**src/rtl/wdly_pkg.sv**
```systemverilog
// Package: shared opcode encoding for the wire-delayed issue-to-ALU path.
// Assumes single-issue, in-order delivery to one ALU.
package wdly_pkg;

    localparam int OP_W = 3;

    typedef enum logic [OP_W-1:0] {
        OP_LDI  = 3'd0,
        OP_ADD  = 3'd1,
        OP_SUB  = 3'd2,
        OP_AND  = 3'd3,
        OP_OR   = 3'd4,
        OP_XOR  = 3'd5,
        OP_ADDI = 3'd6,
        OP_SHL  = 3'd7
    } alu_op_e;

endpackage

```
**src/rtl/wdly_ctl_pipe.sv**
```systemverilog
// Module: wdly_ctl_pipe
// A chain of STAGES latch stages that models a long control wire. Each
// stage carries a valid bit and a W-bit payload. Assumes STAGES >= 1.
// Reset clears the valid bits and the payloads.
module wdly_ctl_pipe #(
    parameter int STAGES = 4,
    parameter int W      = 8
) (
    input  logic         clk,
    input  logic         rst_n,
    input  logic         in_valid,
    input  logic [W-1:0] in_data,
    output logic         out_valid,
    output logic [W-1:0] out_data
);

    logic         stg_v [STAGES];
    logic [W-1:0] stg_d [STAGES];

    for (genvar s = 0; s < STAGES; s++) begin : g_stage
        if (s == 0) begin : g_first
            // Capture the issued instruction at the head of the wire.
            always_ff @(posedge clk) begin
                if (!rst_n) begin
                    stg_v[0] <= 1'b0;
                    stg_d[0] <= '0;
                end else begin
                    stg_v[0] <= in_valid;
                    stg_d[0] <= in_data;
                end
            end
        end else begin : g_next
            // Move the payload one latch further along the wire.
            always_ff @(posedge clk) begin
                if (!rst_n) begin
                    stg_v[s] <= 1'b0;
                    stg_d[s] <= '0;
                end else begin
                    stg_v[s] <= stg_v[s-1];
                    stg_d[s] <= stg_d[s-1];
                end
            end
        end
    end

    assign out_valid = stg_v[STAGES-1];
    assign out_data  = stg_d[STAGES-1];

endmodule

```
**src/rtl/wdly_regfile.sv**
```systemverilog
// Module: wdly_regfile
// Register file with NRD combinational read ports and one synchronous write
// port. A write becomes visible to reads in the cycle after it.
// Reset clears every register to zero.
module wdly_regfile #(
    parameter int NREGS = 16,
    parameter int DW    = 32,
    parameter int NRD   = 2,
    localparam int TW   = $clog2(NREGS)
) (
    input  logic          clk,
    input  logic          rst_n,
    input  logic [TW-1:0] rd_tag  [NRD],
    output logic [DW-1:0] rd_data [NRD],
    input  logic          wr_en,
    input  logic [TW-1:0] wr_tag,
    input  logic [DW-1:0] wr_data
);

    logic [DW-1:0] mem [NREGS];

    // Apply the single write port, or clear all registers on reset.
    always_ff @(posedge clk) begin
        if (!rst_n) begin
            for (int i = 0; i < NREGS; i++) mem[i] <= '0;
        end else if (wr_en) begin
            mem[wr_tag] <= wr_data;
        end
    end

    for (genvar p = 0; p < NRD; p++) begin : g_rd
        assign rd_data[p] = mem[rd_tag[p]];
    end

endmodule

```
**src/rtl/wdly_bypass_net.sv**
```systemverilog
// Module: wdly_bypass_net
// Bypass registers at the ALU. Entry 0 holds the result from the previous
// cycle, and every entry moves one place older each cycle (bubbles included).
// Each lookup port returns the youngest matching entry, or its register file
// value if no entry matches. Entry 0 drives the result port and entry
// WB_TAP drives the register file write. Assumes WB_TAP < DEPTH.
module wdly_bypass_net #(
    parameter int DEPTH  = 5,
    parameter int TW     = 4,
    parameter int DW     = 32,
    parameter int NPORTS = 2,
    parameter int WB_TAP = 0
) (
    input  logic          clk,
    input  logic          rst_n,
    input  logic          in_valid,
    input  logic [TW-1:0] in_tag,
    input  logic [DW-1:0] in_data,
    input  logic [TW-1:0] q_tag    [NPORTS],
    input  logic [DW-1:0] q_rf     [NPORTS],
    output logic [DW-1:0] q_val    [NPORTS],
    output logic          head_valid,
    output logic [TW-1:0] head_tag,
    output logic [DW-1:0] head_data,
    output logic          tap_valid,
    output logic [TW-1:0] tap_tag,
    output logic [DW-1:0] tap_data
);

    logic          ent_v [DEPTH];
    logic [TW-1:0] ent_t [DEPTH];
    logic [DW-1:0] ent_d [DEPTH];

    // Push the new result in at entry 0 and age all older entries.
    always_ff @(posedge clk) begin
        if (!rst_n) begin
            for (int k = 0; k < DEPTH; k++) begin
                ent_v[k] <= 1'b0;
                ent_t[k] <= '0;
                ent_d[k] <= '0;
            end
        end else begin
            ent_v[0] <= in_valid;
            ent_t[0] <= in_tag;
            ent_d[0] <= in_data;
            for (int k = 1; k < DEPTH; k++) begin
                ent_v[k] <= ent_v[k-1];
                ent_t[k] <= ent_t[k-1];
                ent_d[k] <= ent_d[k-1];
            end
        end
    end

    for (genvar p = 0; p < NPORTS; p++) begin : g_port
        // Scan from oldest to youngest so that the youngest match wins.
        always_comb begin
            q_val[p] = q_rf[p];
            for (int k = DEPTH - 1; k >= 0; k--) begin
                if (ent_v[k] && (ent_t[k] == q_tag[p])) q_val[p] = ent_d[k];
            end
        end
    end

    assign head_valid = ent_v[0];
    assign head_tag   = ent_t[0];
    assign head_data  = ent_d[0];
    assign tap_valid  = ent_v[WB_TAP];
    assign tap_tag    = ent_t[WB_TAP];
    assign tap_data   = ent_d[WB_TAP];

endmodule

```
**src/rtl/wdly_alu.sv**
```systemverilog
// Module: wdly_alu
// Single-cycle integer ALU. It is purely combinational; the result is
// registered by the bypass bank at the end of the execution cycle.
module wdly_alu
    import wdly_pkg::*;
#(
    parameter int DW    = 32,
    localparam int SH_W = $clog2(DW)
) (
    input  alu_op_e       op,
    input  logic [DW-1:0] a,
    input  logic [DW-1:0] b,
    input  logic [DW-1:0] imm,
    output logic [DW-1:0] y
);

    // Select the operation named by the opcode.
    always_comb begin
        unique case (op)
            OP_LDI:  y = imm;
            OP_ADD:  y = a + b;
            OP_SUB:  y = a - b;
            OP_AND:  y = a & b;
            OP_OR:   y = a | b;
            OP_XOR:  y = a ^ b;
            OP_ADDI: y = a + imm;
            OP_SHL:  y = a << b[SH_W-1:0];
            default: y = '0;
        endcase
    end

endmodule

```
**src/rtl/wdly_issue_alu.sv**
```systemverilog
// Module: wdly_issue_alu (top)
// The path from issue to ALU with PIPE_D wire-latch stages in between.
// Operands are read from the register file in the issue cycle and travel with
// the control fields. At the ALU they are corrected from BYP_DEPTH bypass
// registers, which span every result that can be missing from the file when
// it was read. Results are written back WB_LAT cycles after execution.
// Assumes PIPE_D >= 1, WB_LAT >= 1, one issue per cycle, and no stalls.
module wdly_issue_alu
    import wdly_pkg::*;
#(
    parameter int  PIPE_D = 4,
    parameter int  WB_LAT = 1,
    parameter int  NREGS  = 16,
    parameter int  DW     = 32,
    localparam int TAG_W  = $clog2(NREGS)
) (
    input  logic             clk,
    input  logic             rst_n,
    input  logic             iss_valid,
    input  logic [OP_W-1:0]  iss_op,
    input  logic [TAG_W-1:0] iss_src_a,
    input  logic [TAG_W-1:0] iss_src_b,
    input  logic [TAG_W-1:0] iss_dst,
    input  logic [DW-1:0]    iss_imm,
    output logic             res_valid,
    output logic [TAG_W-1:0] res_tag,
    output logic [DW-1:0]    res_data,
    output logic             wb_valid,
    output logic [TAG_W-1:0] wb_tag,
    output logic [DW-1:0]    wb_data
);

    localparam int BYP_DEPTH = PIPE_D + WB_LAT;
    localparam int PAY_W     = OP_W + 3 * TAG_W + 3 * DW;

    // Register file read at issue.
    logic [TAG_W-1:0] rf_rd_tag  [2];
    logic [DW-1:0]    rf_rd_data [2];

    assign rf_rd_tag[0] = iss_src_a;
    assign rf_rd_tag[1] = iss_src_b;

    wdly_regfile #(.NREGS(NREGS), .DW(DW), .NRD(2)) u_rf (
        .clk     (clk),
        .rst_n   (rst_n),
        .rd_tag  (rf_rd_tag),
        .rd_data (rf_rd_data),
        .wr_en   (wb_valid),
        .wr_tag  (wb_tag),
        .wr_data (wb_data)
    );

    // Control and operands travel together across the wire stages.
    logic [PAY_W-1:0] pay_in, pay_out;
    logic             ex_valid;

    assign pay_in = {iss_op, iss_src_a, iss_src_b, iss_dst, iss_imm,
                     rf_rd_data[0], rf_rd_data[1]};

    wdly_ctl_pipe #(.STAGES(PIPE_D), .W(PAY_W)) u_wire (
        .clk       (clk),
        .rst_n     (rst_n),
        .in_valid  (iss_valid),
        .in_data   (pay_in),
        .out_valid (ex_valid),
        .out_data  (pay_out)
    );

    // Unpack the instruction that reaches the ALU this cycle.
    logic [OP_W-1:0]  ex_op_raw;
    logic [TAG_W-1:0] ex_src_a, ex_src_b, ex_dst;
    logic [DW-1:0]    ex_imm, ex_rf_a, ex_rf_b;

    assign {ex_op_raw, ex_src_a, ex_src_b, ex_dst, ex_imm, ex_rf_a, ex_rf_b} = pay_out;

    // Operand correction through the bypass bank.
    logic [TAG_W-1:0] byp_tag [2];
    logic [DW-1:0]    byp_rf  [2];
    logic [DW-1:0]    byp_val [2];
    logic [DW-1:0]    ex_result;

    assign byp_tag[0] = ex_src_a;
    assign byp_tag[1] = ex_src_b;
    assign byp_rf[0]  = ex_rf_a;
    assign byp_rf[1]  = ex_rf_b;

    wdly_bypass_net #(
        .DEPTH  (BYP_DEPTH),
        .TW     (TAG_W),
        .DW     (DW),
        .NPORTS (2),
        .WB_TAP (WB_LAT - 1)
    ) u_byp (
        .clk        (clk),
        .rst_n      (rst_n),
        .in_valid   (ex_valid),
        .in_tag     (ex_dst),
        .in_data    (ex_result),
        .q_tag      (byp_tag),
        .q_rf       (byp_rf),
        .q_val      (byp_val),
        .head_valid (res_valid),
        .head_tag   (res_tag),
        .head_data  (res_data),
        .tap_valid  (wb_valid),
        .tap_tag    (wb_tag),
        .tap_data   (wb_data)
    );

    wdly_alu #(.DW(DW)) u_alu (
        .op  (alu_op_e'(ex_op_raw)),
        .a   (byp_val[0]),
        .b   (byp_val[1]),
        .imm (ex_imm),
        .y   (ex_result)
    );

endmodule

```
**config.mk**
```make
export PLATFORM = sky130hd
export DESIGN_NAME = wdly_issue_alu
export DESIGN_NICKNAME = d
export VERILOG_FILES = /design/src/rtl/wdly_pkg.sv /design/src/rtl/wdly_ctl_pipe.sv /design/src/rtl/wdly_regfile.sv /design/src/rtl/wdly_bypass_net.sv /design/src/rtl/wdly_alu.sv /design/src/rtl/wdly_issue_alu.sv
export SDC_FILE = /design/constraint.sdc
export NUM_CORES = 2
export LEC_CHECK = 0
export BUFFER_PORTS_ARGS = -buffer_cell sky130_fd_sc_hd__buf_4
export CAP_MARGIN = 15
export CORE_MARGIN = 2
export CORE_UTILIZATION = 45
export DETAILED_ROUTE_END_ITERATION = 8
export PLACE_DENSITY = 0.67
export SLEW_MARGIN = 20
export SYNTH_ARGS = -nofsm -noshare
export SYNTH_HDL_FRONTEND = slang
export SYNTH_SLANG_ARGS = --single-unit
```
**constraint.sdc**
```tcl
create_clock -name clk -period 12.77 [get_ports clk]
set_clock_uncertainty 0.15 [all_clocks]
set_input_delay 0.6385 -clock clk [delete_from_list [all_inputs] [get_ports clk]]
set_output_delay 0.6385 -clock clk [all_outputs]
set_load 0.01 [all_outputs]
```
[Yosys cells after proc, flatten, opt, wreduce, memory -nomap -nowiden]
Memory sizes are Yosys's and may differ from the RTL's.
Cells that the tools add are included.
Cells by class
  muxes and demuxes: 42
  reduce and logical (&&, ||, !) cells: 12
  equality and inequality tests: 17
  bitwise gates (word level): 26
  add/subtract/negate cells: 3
  shift operators: 1
Operator list (number)
  32-bit 2-to-1 mux: 16
  111-bit 2-to-1 mux: 4
  32-bit one-hot mux with 8 select lines: 1
  32-bit adder: 2
  4-bit == test: 10
  32-bit bitwise AND: 1
  32-bit OR: 1
  32-bit OR reduction: 1
  32-bit by 5-bit << shifter with 32-bit output: 1
  32-bit subtractor: 1
  32-bit XOR: 1
  4-bit 2-to-1 mux: 6
  1-bit OR: 23
  1-bit 2-to-1 mux: 15
  3-bit == test, second input constant: 4
  1-bit logical AND: 10
  3-bit by 2-bit == test with 1-bit output, second input constant: 2
  3-bit by 1-bit == test with 1-bit output, second input constant: 1
  3-bit zero test: 1
Storage, ports and cells
  memories kept: 6
  register bits: 0
  input bits: 50
  RAM bits: 1145
  logic and storage cells: 107
Memory list
  u_rf.mem: depth 16, width 32, rd ports 2, clocked after Yosys merged registers in 0, wr ports 16, line wdly_regfile.sv:20  | logic [DW-1:0] mem [NREGS];
  u_wire.stg_d: depth 4, width 111, rd ports 4, clocked after Yosys merged registers in 0, wr ports 4, line wdly_ctl_pipe.sv:18  | logic [W-1:0] stg_d [STAGES];
  u_byp.ent_d: depth 5, width 32, rd ports 5, clocked after Yosys merged registers in 0, wr ports 5, line wdly_bypass_net.sv:32  | logic [DW-1:0] ent_d [DEPTH];
  u_byp.ent_t: depth 5, width 4, rd ports 5, clocked after Yosys merged registers in 0, wr ports 5, line wdly_bypass_net.sv:31  | logic [TW-1:0] ent_t [DEPTH];
  u_byp.ent_v: depth 5, width 1, rd ports 5, clocked after Yosys merged registers in 0, wr ports 5, line wdly_bypass_net.sv:30  | logic ent_v [DEPTH];
  u_wire.stg_v: depth 4, width 1, rd ports 4, clocked after Yosys merged registers in 0, wr ports 4, line wdly_ctl_pipe.sv:17  | logic stg_v [STAGES];

[Depth between registers and ports, before layout]
  depth after elaboration: 10
  mapped depth: 30

[Modules after synthesis]
A second synthesis with hierarchy kept.
Unflattened totals
  cell total of the unflattened synthesis: 4833
  area, all modules: 55932.4 µm²
By module, submodules not included
  wdly_regfile: area an instance 26529.2 µm², instances 1, cells an instance 1687
  wdly_ctl_pipe: area an instance 12847.3 µm², instances 1, cells an instance 1056
  wdly_bypass_net: area an instance 9813.2 µm², instances 1, cells an instance 1073
  wdly_alu: area an instance 6742.7 µm², instances 1, cells an instance 1017

[Worst setup path before layout]
OpenSTA, ideal clock, no wires.
  kind: reg2reg
  start: mem u_wire.stg_d[3][103] (netlist bit)
  end: mem u_byp.ent_d[0][29]
  setup time: 0.070 ns
  required time: 12.550 ns
  path slack: 7.133 ns
  data arrival time: 5.417 ns
  stages on the path, launching flop included: 29
  cell sequence: dfxtp_1 > buf_4 > xnor2_1 > nand3_2 > clkbuf_1 > or3_1 > mux2i_1 > a21o_1 > buf_4 > buf_2 > buf_2 > ha_1 > nand2_1 > or4_4 > o311ai_0 > a21oi_1 > a211oi_1 > ha_1 > a21o_1 > a21o_1 > a21oi_1 > o21ai_0 > a31oi_1 > o31ai_1 > a221o_1 > a41oi_1 > xnor2_1 > a21oi_1 > a21oi_1
RTL lines (line)
  from (decl): wdly_ctl_pipe.sv:18
  to (decl): wdly_bypass_net.sv:32

==> run_results.csv <==
group,metric,value,unit
status,status,"finished, final reports clean",
floorplanning,die_y,354,um
yosys,synth_top_cell_by_area,"edfxtp_1",
detailed_routing,antenna_left,0,
power_and_ir_drop,p_sw,0.00190,W
yosys,synth-seq-area-share,50.8,%
sta,hold_viol_final,0,
sta,setup_violations,0,
yosys,ys_seq_elements,1145,
floorplanning,io_pins,124,
global_route,grtUsageTotal,27.3,%
clock_network,htree_num_levels,3,
power_and_ir_drop,clockPowerShare,43.6,%
cells_and_area,final_cell_mix,"and2_1 (1118), dfxtp_1 (632), edfxtp_1 (512)",
sta,worst_pin_slew,1.26,ns
power_and_ir_drop,total_power,0.00821,W
clock_network,post_cts_buffers,0,
worst_setup_path,worstPathMaxFanout,63,
worst_setup_path,path_class,"reg -> reg",
place,globalplace.congestion,0.967,
detailed_routing,drc_errors,0,
worst_setup_path,critPathLaunch,"u_wire.stg_d[3][100]$_SDFF_PN0_",
clock_network,clk_pin_slew,0.07,ns
global_route,grt_max_degree,149,
worst_setup_path,crit_chain,"xor2_2 > nor3_2 > and3_2 > buf_4 > a311o_1 > a21o_1 > clkinv_1 > o21ai_0 > a21oi_1 > ha_1 > a2111oi_0 > o21ai_0 > a21oi_1 > o31ai_1 > a221o_1 > a41oi_1 > xnor2_1 > a21oi_1 > a21oi_1",
yosys,netlist_area,55200,um^2
clock_network,clk_latency,0.72,ns
worst_hold_path,worst_hold_path.num_cells,2,
global_route,antenna_found_initial,15,
yosys,ys.flop_type,"dfxtp_1",
yosys,synth_cells,4645,
global_route,grt_pass1_vias,37205,
worst_setup_path,arrival,7.76,ns
power_and_ir_drop,swShare,23.2,%
clock_network,cts_hold_buf,35,
global_route,grt-ovfl-total,0,
clock_network,cts-root-to-sink-buffers,3,
floorplanning,dieArea,125000,um^2
place,dp_slack,5.72,ns
worst_hold_path,hp-start,"iss_imm[31]",
yosys,synth_top_area_share,27.9,%
worst_hold_path,hp-class,"in -> reg",
sta,period_needed,7.35,ns
floorplanning,num_rows,128,
worst_setup_path,r2r_slack,5.42,ns
detailed_routing,detailroute.via_count,38154,
sta,slew_violations,0,
detailed_routing,drtIter0Drc,4642,
worst_setup_path,cp-start-kind,"register",
cells_and_area,layout_commonest_cell,"and2_1",
yosys,syn_nets,4799,
sta,fin_ws,5.42,ns
worst_setup_path,path_common_cell,"a21oi_1",
cells_and_area,nets,4727,
yosys,avgSynthCellArea,11.9,um^2
cells_and_area,drive_gt1_share,18.4,%
worst_setup_path,max_stage_delay,0.76,ns
place,io_buffers,123,
yosys,synth_edf_count,512,
worst_setup_path,r2r-start,"u_wire.stg_d[3][100]$_SDFF_PN0_",
clock_network,cts-resized-gates,0,
worst_setup_path,slowest_stage,"a2111oi_0",
power_and_ir_drop,p_int,0.00631,W
power_and_ir_drop,p_comb_share,7.9,%
cells_and_area,area_growth,11.6,%
worst_setup_path,worst-r2r-cell-count,19,
worst_hold_path,hold_path_end,"u_wire.stg_d[0][95]$_SDFF_PN0_",
power_and_ir_drop,leakagePower,24.6,nW
floorplanning,fp.dieW,354,um
detailed_routing,wire_per_inst,27.6,um
power_and_ir_drop,power_per_cell_area,133,nW/um^2
yosys,synthTopCellsByArea,"edfxtp_1 (28%), dfxtp_1 (23%), mux4_2 (13%)",
global_route,grt_pass1_wl,253,mm
yosys,ys_warn_count,0,
yosys,synth_cell_types,87,
worst_setup_path,crit_path_end_kind,"register",
sta,timing.slew.headroom,15.0,%
clock_network,clock-sinks,1145,
worst_setup_path,worstPathRequired,13.18,ns
clock_network,numCtsBuffers,114,
detailed_routing,wl,174,mm
floorplanning,core,122000,um^2
place,place_hpwl,103,mm
power_and_ir_drop,power_frac_seq,48.5,%
sta,timing.final.crit_share,57.6,%
sta,rsz0062_at_grt,"false",
sta,tns,0,ns
sta,fmax,136,MHz
detailed_routing,viasPerCell,6.06,
detailed_routing,drtPass1Iterations,6,
job,maxCapViolCount,0,
power_and_ir_drop,irDropWorstVdd,0.000129,V
clock_network,cts_root_buffer,"clkbuf_16",
clock_network,cts_tree,"done",
worst_setup_path,r2r-end,"u_byp.ent_d[0][29]$_SDFF_PN0_",
floorplanning,start_util,45.3,%
yosys,ys_async_sr_fraction,0,%
[cell usage after synthesis, drive strengths merged (41+ instances only)]
master	instances
and2	1120
o21ai	170
nor3	143
nor2	122
a21o	44
ha	103
or3	43
dfxtp	633
nand3	88
o22ai	54
mux4	320
nand2	64
mux2i	114
a21oi	161
a311oi	41
buf	171
clkbuf	302
xnor2	43
edfxtp	512
inv	71
[worst max-delay path by stage]
stage	slack [ns]	endpoint
finish	5.42	u_byp.ent_d[0][29]$_SDFF_PN0_
global route	5.04	u_byp.ent_d[0][29]$_SDFF_PN0_
CTS	5.67	u_byp.ent_d[0][29]$_SDFF_PN0_
detailed placement	5.72	u_byp.ent_d[0][29]$_SDFF_PN0_
global placement	5.76	u_byp.ent_d[0][29]$_SDFF_PN0_
floorplan	7.13	u_byp.ent_d[0][29]$_SDFF_PN0_
[cell type report]
class | instances | area (um^2)
diodes | 2 | 5.00
multi-input cells | 2954 | 24900
inverters | 73 | 282
flip-flops and latches | 1145 | 28000
fillers | 10562 | 60200
repair buffers | 285 | 2270
well taps | 1625 | 2030
clock inverters | 58 | 718
clock buffers | 157 | 3330
[critical path: cells and delay by family, from the launching register on]
kind,cells,cell delay [ns]
compound gates,12,4.07
flops,1,0.56
simple gates,2,0.47
xor+xnor,2,0.22
buf+inv,2,1.26
fa+ha+maj,1,0.40
[cell families after synthesis]
family / after synthesis / share of synthesized area, %
mux: 445 / 15.4
xor+xnor: 67 / 1.13
fa+ha+maj: 104 / 2.37
buf+inv: 546 / 4.54
simple gates: 1646 / 17.5
flops: 1145 / 50.8
compound gates: 692 / 8.29
[sequential cells by signal, indices dropped and copies added, names as in the netlist]
register / flops
u_rf.mem: 512
u_wire.stg_d: 444
u_byp.ent_d: 160
u_byp.ent_t: 20
u_byp.ent_v: 5
u_wire.stg_v: 4
[stage by stage]
stage	hold WS (ns)	instance area, um^2	util [%]	std cells
6_report	0.0349	61600	50.6	6299
3_5_place_dp	0.267	57100	46.9	6047
2_1_floorplan	0.262	55200	-	4645
3_3_place_gp	0.264	57100	46.9	6047
4_1_cts	0.00104	61500	50.6	6297
5_1_grt	0.0218	61500	50.6	6297
[metal layers]
| metal | vias to the layer above | track usage [%] | routed length, um |
|---|---|---|---|
| met1 | 19072 | 36.6 | 69000 |
| met2 | 2120 | 42.6 | 79000 |
| li1 | 16557 | - | - |
| met4 | 0 | 12.1 | 8110 |
| met3 | 405 | 5.95 | 17600 |
| met5 | - | 0 | 0 |
[power by group through the flow]
stage          clock (W)  sequential [W]  combinational [W]
2_1_floorplan          0         0.00404           0.000435
3_3_place_gp           0         0.00405           0.000627
3_5_place_dp           0         0.00406           0.000632
4_1_cts          0.00362         0.00398           0.000643
5_1_grt          0.00377         0.00399           0.000686
6_report         0.00358         0.00398           0.000650
Power figures use the tool's default switching activity.
